`src/rtl/gather_unit.sv`:
```
module gather_unit #(
  parameter int W = 32
) (
  input  logic                        clk,
  input  logic                        rst_n,
  input  logic                        in_valid,
  input  logic                        in_static,
  input  logic [W-1:0]                in_data,
  input  logic [W-1:0]                in_mask,
  input  logic [$clog2(W)*(W/2)-1:0]  in_ctrl,
  output logic                        out_valid,
  output logic [W-1:0]                out_result
);
  localparam int LG   = $clog2(W);
  localparam int HALF = W / 2;
  localparam int CW   = LG + 1;
  localparam int NSW  = LG * HALF;

  logic [CW-1:0]  pc [W+1];
  logic [NSW-1:0] dyn_sw, sel_sw;
  logic [W-1:0]   net_out;

  always_comb begin
    logic [CW-1:0] acc;
    acc = '0;
    for (int i = 0; i < W; i++) begin
      pc[i] = acc;
      acc   = acc + CW'(in_mask[i]);
    end
    pc[W] = acc;
  end

  always_comb begin
    logic [CW-1:0] md, cl, cu, t_up, t_lo;
    int d, b, s;
    md = '0; cl = '0; cu = '0; t_up = '0; t_lo = '0;
    d = 0; b = 0; s = 0;
    dyn_sw = '0;
    for (int k = 0; k < LG; k++) begin
      for (int q = 0; q < HALF; q++) begin
        d    = 1 << k;
        b    = (q / d) * 2 * d;
        s    = q % d;
        md   = CW'(2 * d - 1);
        cl   = pc[b + d] - pc[b];
        cu   = pc[b + 2 * d] - pc[b + d];
        t_up = (CW'(s) - pc[b + d]) & md;
        t_lo = (CW'(s + d) - pc[b]) & md;
        dyn_sw[k * HALF + q] = (t_up < cu) || (t_lo < cl);
      end
    end
  end

  assign sel_sw = in_static ? in_ctrl : dyn_sw;

  always_comb begin
    logic [W-1:0] v;
    logic tmp;
    int d, i;
    v = in_data & in_mask;
    tmp = 1'b0; d = 0; i = 0;
    for (int k = 0; k < LG; k++) begin
      for (int q = 0; q < HALF; q++) begin
        d = 1 << k;
        i = (q / d) * 2 * d + (q % d);
        if (sel_sw[k * HALF + q]) begin
          tmp      = v[i];
          v[i]     = v[i + d];
          v[i + d] = tmp;
        end
      end
    end
    net_out = v;
  end

  always_ff @(posedge clk or negedge rst_n) begin
    if (!rst_n) begin
      out_valid  <= 1'b0;
      out_result <= '0;
    end else begin
      out_valid <= in_valid;
      if (in_valid) out_result <= net_out;
    end
  end
endmodule

```
`config.mk`:
```
export PLATFORM = sky130hd
export DESIGN_NAME = gather_unit
export DESIGN_NICKNAME = d
export VERILOG_FILES = /design/src/rtl/gather_unit.sv
export SDC_FILE = /design/constraint.sdc
export NUM_CORES = 1
export LEC_CHECK = 0
export ABC_AREA = 1
export ABC_CLOCK_PERIOD_IN_PS = 1000
export BUFFER_PORTS_ARGS = -buffer_cell sky130_fd_sc_hd__buf_2
export CAP_MARGIN = 10
export CORE_MARGIN = 5
export CORE_UTILIZATION = 39
export DETAILED_ROUTE_END_ITERATION = 6
export PLACE_DENSITY = 0.56
export SLEW_MARGIN = 20
export SYNTH_ARGS = -nofsm -noshare
export SYNTH_HDL_FRONTEND = slang
export SYNTH_SLANG_ARGS = --single-unit
export TNS_END_PERCENT = 10
```
`constraint.sdc`:
```
create_clock -name clk -period 1 [get_ports clk]
set_input_delay 0.1 -clock clk [delete_from_list [all_inputs] [get_ports clk]]
set_output_delay 0.1 -clock clk [all_outputs]
set_load 0.05 [all_outputs]
```
==> results of run 1 <==
## registers in the layout, summed over array words and instances, names as in the netlist
name	flops
out_result	32
out_valid	1
## area by class of cell
| cell class | instances | share of cell area [%] |
|---|---|---|
| clock inverter | 1 | 0.0870 |
| timing repair buffer | 1165 | 25.0 |
| tap | 765 | 2.77 |
| inverter | 540 | 5.97 |
| multi-input combinational | 2984 | 63.4 |
| clock buffer | 7 | 0.413 |
| sequential | 33 | 2.39 |
## logic make-up (layout without fill, tap and decap cells)
logic type / Yosys count / count (layout) / share of synthesized area, %
compound gates: 633 / 633 / 17.1
xor+xnor: 289 / 290 / 11.3
fa+ha+maj: 426 / 426 / 24.5
buf+inv: 604 / 1713 / 10.3
flops: 33 / 33 / 3.68
mux: 20 / 20 / 0.948
simple gates: 1615 / 1615 / 32.3
## per-stage QoR
| stage | instance area (um^2) | hold WS, ps |
|---|---|---|
| finish | 34500 | 190 |
| CTS | 33800 | 184 |
| detailed placement | 32200 | 71.1 |
| global placement | 32200 | 72.7 |
| floorplan | 23600 | -196 |
| global route | 34500 | 198 |
## placed cells by master, fill, tap and decap left out, drive strengths merged, types with 5 or more instances in the layout
cell type,instances
a2111oi,11
a211oi,8
a21boi,9
a21o,9
a21oi,207
a22oi,5
a31oi,11
buf,1158
clkbuf,13
clkinv,10
dfrtp,33
fa,22
ha,404
inv,528
mux2,10
mux2i,10
nand2,819
nand3,313
nand3b,8
nand4,45
nor2,345
nor3,42
nor4,5
o2111ai,16
o211ai,29
o21a,12
o21ai,200
o21bai,51
o221ai,18
o22ai,13
o31ai,12
or2,28
xnor2,89
xor2,201
## critical path: cells and delay by family
family / cells / cell delay, ps
simple gates: 11 / 1130
xor+xnor: 1 / 290
buf+inv: 11 / 1230
fa+ha+maj: 31 / 7960
compound gates: 3 / 360
## per-layer routing
metal  global-route usage [%]  up-vias  part of all wire (%)
met1                     32.5    12400                    43
met3                    0.948      112                   2.7
met5                        0        -                     0
li1                         -    14200                     -
met4                     8.44        0                   3.8
met2                     50.5      458                    51
## what timing repair did
item                                    CTS  global route
cloned                                    2             1
pin swaps                                95           100
hold buffers                              1             0
buffers inserted                         32            20
endpoints found under the setup margin   57            45
gates resized for setup                 224           144
hold endpoints to repair                 33             0
## worst max path at each step
stage,to,cells past startpoint
after detailed placement,out_result[16],52
after floorplan,out_result[16],73
after global routing,out_result[27],80
final,out_result[9],57
after CTS,out_result[27],62
after global placement,out_result[16],52
==> flow_summary_export.csv, run 1 <==
group,metric,value,unit
final_layout,multi_input_area,21900,um^2
final_layout,antenna_cells,0,
die,initial_core_util,39.1,%
worst_hold_path,holdPathEnd,"out_result[25]",
critical_path,endpoint_kind,"flip-flop",
logic_synthesis,ys_ff_latch,33,
drt,routed_via_density,4.96,
critical_path,startpoint,"in_mask[1]",
global_routing,grt_pass1_vias,26700,
final_layout,area_growth,53.8,%
outcome,violations,"negative setup slack",
sta,relSlewSlack,54.8,%
outcome,outcome,"finished with violations",
critical_path,required,1220,ps
drt,first_iter_violations,1196,
cts,clockBufferDepth,2,
drt,vias,27200,
sta,worst_slack,-9890,ps
logic_synthesis,synth_edf_count,0,
logic_synthesis,yosysUniqueCellTypes,65,
final_layout,drive_gt1_share,36.1,%
final_layout,final_cell_count_no_fill,5495,
place,dp_cells,5431,
global_routing,grt_first_pass_wirelength,138000,um
logic_synthesis,ys_seq_area_share,3.68,%
sta,worstMarginPinSlew,678,ps
die,dieArea,62400,um^2
global_routing,track_usage,26.7,%
logic_synthesis,async_flop_share,100,%
die,rows,88,
cts,htree_levels,2,
place,place_ws,-11350,ps
global_routing,antenna_found_initial,0,
logic_synthesis,synth_top_cell_area_share,22.5,%
global_routing,grt_overflow,0,
logic_synthesis,syn_inst,3620,
drt,drc,0,
final_layout,regArea,826,um^2
critical_path,crit_type,"input pin to flip-flop",
sta,drv_slew,0,
die,top_level_ports,181,
final_layout,final_nets,5303,
logic_synthesis,synthTopCellsByCount,"784 x nand2_1, 506 x inv_1, 404 x ha_1, 334 x nor2_1, 269 x nand3_1",
critical_path,slowest_delay,610,ps
final_layout,final_util,60.2,%
sta,setup_violations,32,
global_routing,grt_max_degree,57,
worst_hold_path,hold-path-cell-count,5,
cts,cts_tree,"built",
critical_path,r2r_end,"out_result[30]",
logic_synthesis,yosys_warnings,0,
cts,root_buffer,"clkbuf_16",
worst_hold_path,hold_class,"input pin to flip-flop",
cts,cts-buffers-inserted,5,
sta,rsz0062_at_grt,"true",
die,dieHeight,250,um
worst_hold_path,min_from,"in_ctrl[73]",
critical_path,crit_top_cell,"ha_4",
cts,clk_latency,270,ps
drt,postRouteAntennaNets,0,
critical_path,rrSetupSlack,330,ps
drt,wl,87100,um
die,die_w,250,um
cts,clkSinkCount,33,
logic_synthesis,synth_area_leaders,"ha_1 23%, nand2_1 13%, inv_1 8.5%",
sta,period_minus_slack,10890,ps
sta,fin_crit_sh,1090,%
place,numPortBuffers,180,
critical_path,slowest_stage,"fa_2",
flow_run,maxCapViolations,0,
logic_synthesis,synth_nets,4194,
cts,path_clk_slew,60,ps
logic_synthesis,syn_area,22400,um^2
sta,hold_violations,0,
logic_synthesis,yosys.area.top_type,"ha_1",
sta,finClkSkew,0,ps
logic_synthesis,syn_avg_cell_area,6.20,um^2
place,place_hpwl,73500,um
critical_path,worstSetupStartpointType,"input pin",
die,core-area,57400,um^2
sta,fmax,91.9,MHz
critical_path,r2r_start,"out_result[30]",
logic_synthesis,yosysMostFrequentCell,"nand2_1",
sta,fin_tns_setup,-312630,ps
critical_path,cp_max_fo,9,
drt,drt-pass1-iter-count,5,
critical_path,arrival,11110,ps
logic_synthesis,synthFlopType,"dfrtp_1",
final_layout,fillerInstances,5615,
place,gp_congestion,0.937,
drt,wl_per_cell,15.8,um
critical_path,r2r_cells,2,
Power of run 1 is left out: the tool's default activity adds up to more than one toggle a clock period on the data nets, which glitch-free logic cannot reach.
==> inputs of run 2 (changes only) <==
Settings changed: REMOVE_ABC_BUFFERS set to 1.
==> run 2 against run 1 <==
Net effect: the run still ends with negative setup slack left; critical path depth decreased by 1; critical path type unchanged; register-to-register slack lost 20 ps; fmax is 0.25% higher; sequential share of layout area about the same; final area is 0.73% lower; routed wire length fell by 1.5%; via count is 1.0% higher.
==> flow_summary_export.csv, run 2 (synthesis results as in run 1) <==
group,metric,value,unit
outcome,outcome,"finished with violations",
outcome,violations,"negative setup slack",
critical_path,crit_buf_inv,10,
critical_path,r2r_cells,2,
sta,finClkSkew,0,ps
die,core-area,57400,um^2
die,top_level_ports,181,
drt,first_iter_violations,1365,
drt,vias,27500,
cts,path_clk_slew,50,ps
die,rows,88,
critical_path,required,1170,ps
critical_path,crit_type,"input pin to flip-flop",
drt,postRouteAntennaNets,0,
cts,root_buffer,"clkbuf_16",
global_routing,grt_overflow,0,
drt,routed_via_density,5.00,
sta,fin_tns_setup,-313860,ps
global_routing,grt_first_pass_wirelength,136000,um
place,place_hpwl,71100,um
critical_path,slowest_delay,650,ps
cts,cts-buffers-inserted,5,
cts,clk_latency,270,ps
sta,rsz0062_at_grt,"true",
sta,relSlewSlack,63.2,%
sta,fmax,92.1,MHz
critical_path,worstSetupStartpointType,"input pin",
sta,worst_slack,-9860,ps
critical_path,crit_top_cell,"ha_4",
final_layout,largest_register,"out_result",
drt,drt-pass1-iter-count,5,
cts,clockBufferDepth,2,
critical_path,path_depth,56,
place,numPortBuffers,180,
sta,whs,201,ps
final_layout,fin_area,34300,um^2
final_layout,area_growth,52.7,%
critical_path,critPathTopFamily,"adder cells",
sta,worstMarginPinSlew,538,ps
sta,fin_crit_sh,1090,%
critical_path,endpoint_kind,"flip-flop",
place,gp_congestion,0.914,
final_layout,drive_gt1_share,35.6,%
final_layout,fillerInstances,5518,
global_routing,grt_pass1_vias,27200,
worst_hold_path,hold-path-cell-count,5,
cts,cts_tree,"built",
sta,setup_violations,32,
global_routing,track_usage,26.2,%
final_layout,mostFrequentLayoutCells,"990 x buf_4, 747 x nand2_1, 472 x inv_1",
final_layout,antenna_cells,0,
die,dieHeight,250,um
final_layout,largest_reg_flops,32,
final_layout,final_nets,5313,
drt,wl_per_cell,15.6,um
worst_hold_path,hold_class,"input pin to flip-flop",
global_routing,grt_max_degree,35,
flow_run,maxCapViolations,0,
final_layout,layout.cells.most_common,"buf_4",
critical_path,slowest_stage,"fa_2",
sta,hold_violations,0,
place,dpl_cell_area,31300,um^2
die,initial_core_util,39.1,%
sta,drv_slew,0,
global_routing,antenna_found_initial,2,
drt,wl,85800,um
cts,clkSinkCount,33,
drt,drc,0,
critical_path,cp_max_fo,16,
critical_path,arrival,11030,ps
cts,htree_levels,2,
die,dieArea,62400,um^2
sta,period_minus_slack,10860,ps
die,die_w,250,um
final_layout,reg_top3,"out_result x32, out_valid x1",
## run 2: cell count changes in the layout (fill, tap and decap cells not counted), moves of 7 or more
cell / delta
a21oi_1: +7
a21oi_2: -7
buf_4: +14
nand2_1: +18
nand2_2: -8
nand2_4: -9
nor2_1: +9
nor2_2: +9
nor2_4: -17
o21bai_2: +7
## run 2: final timing paths
kind | startpoint | end | slack (ps)
worst max-delay path | in_mask[0] | out_result[30] | -9860
worst max register to register | out_result[9] | out_result[9] | 310
min in group asynchronous | rst_n | out_valid | 330
worst min-delay path | in_ctrl[78] | out_result[30] | 200
max in group asynchronous | rst_n | out_result[0] | 480
worst min register to register | out_result[22] | out_result[22] | 480
## run 2: worst reg2reg max path, delay by kind of cell, from the launching register on
family | cells | cell delay [ps]
flip-flops | 1 | 430
AND/OR/NAND/NOR | 2 | 140
## run 2: area by class of cell
type | count | area (um^2) | area share, %
Inverter | 540 | 2040 | 5.94
Multi-Input combinational cell | 2984 | 21700 | 63.3
Tap cell | 765 | 957 | 2.79
Sequential cell | 33 | 826 | 2.41
Clock buffer | 6 | 129 | 0.376
Clock inverter | 2 | 10.0 | 0.0292
Timing Repair Buffer | 1175 | 8630 | 25.2
## run 2: stage by stage
stage	util [%]	std cells	setup WS (ps)
detailed placement	54.6	5458	-12750
global placement	54.6	5458	-12670
CTS	59.0	5497	-9690
finish	59.7	5505	-9860
global route	59.7	5505	-10190
floorplan	-	3556	-16370
## run 2: timing repair
action / in CTS / in global routing
resized for setup: 369 / 89
setup buffers: 29 / 8
setup endpoints to repair: 56 / 43
pin swaps: 91 / 56
hold buffers: 1 / 0
cloned: 2 / 0
endpoints found under the hold margin: 33 / 0
## run 2: routing by layer
layer	track usage (%)	up-vias	wire length, um
li1	-	14200	-
met1	32.2	12600	37100
met2	48.9	540	42600
met3	1.24	149	2780
met4	8.48	0	3270
met5	0	-	0
Power of run 2 is left out for the same reason.
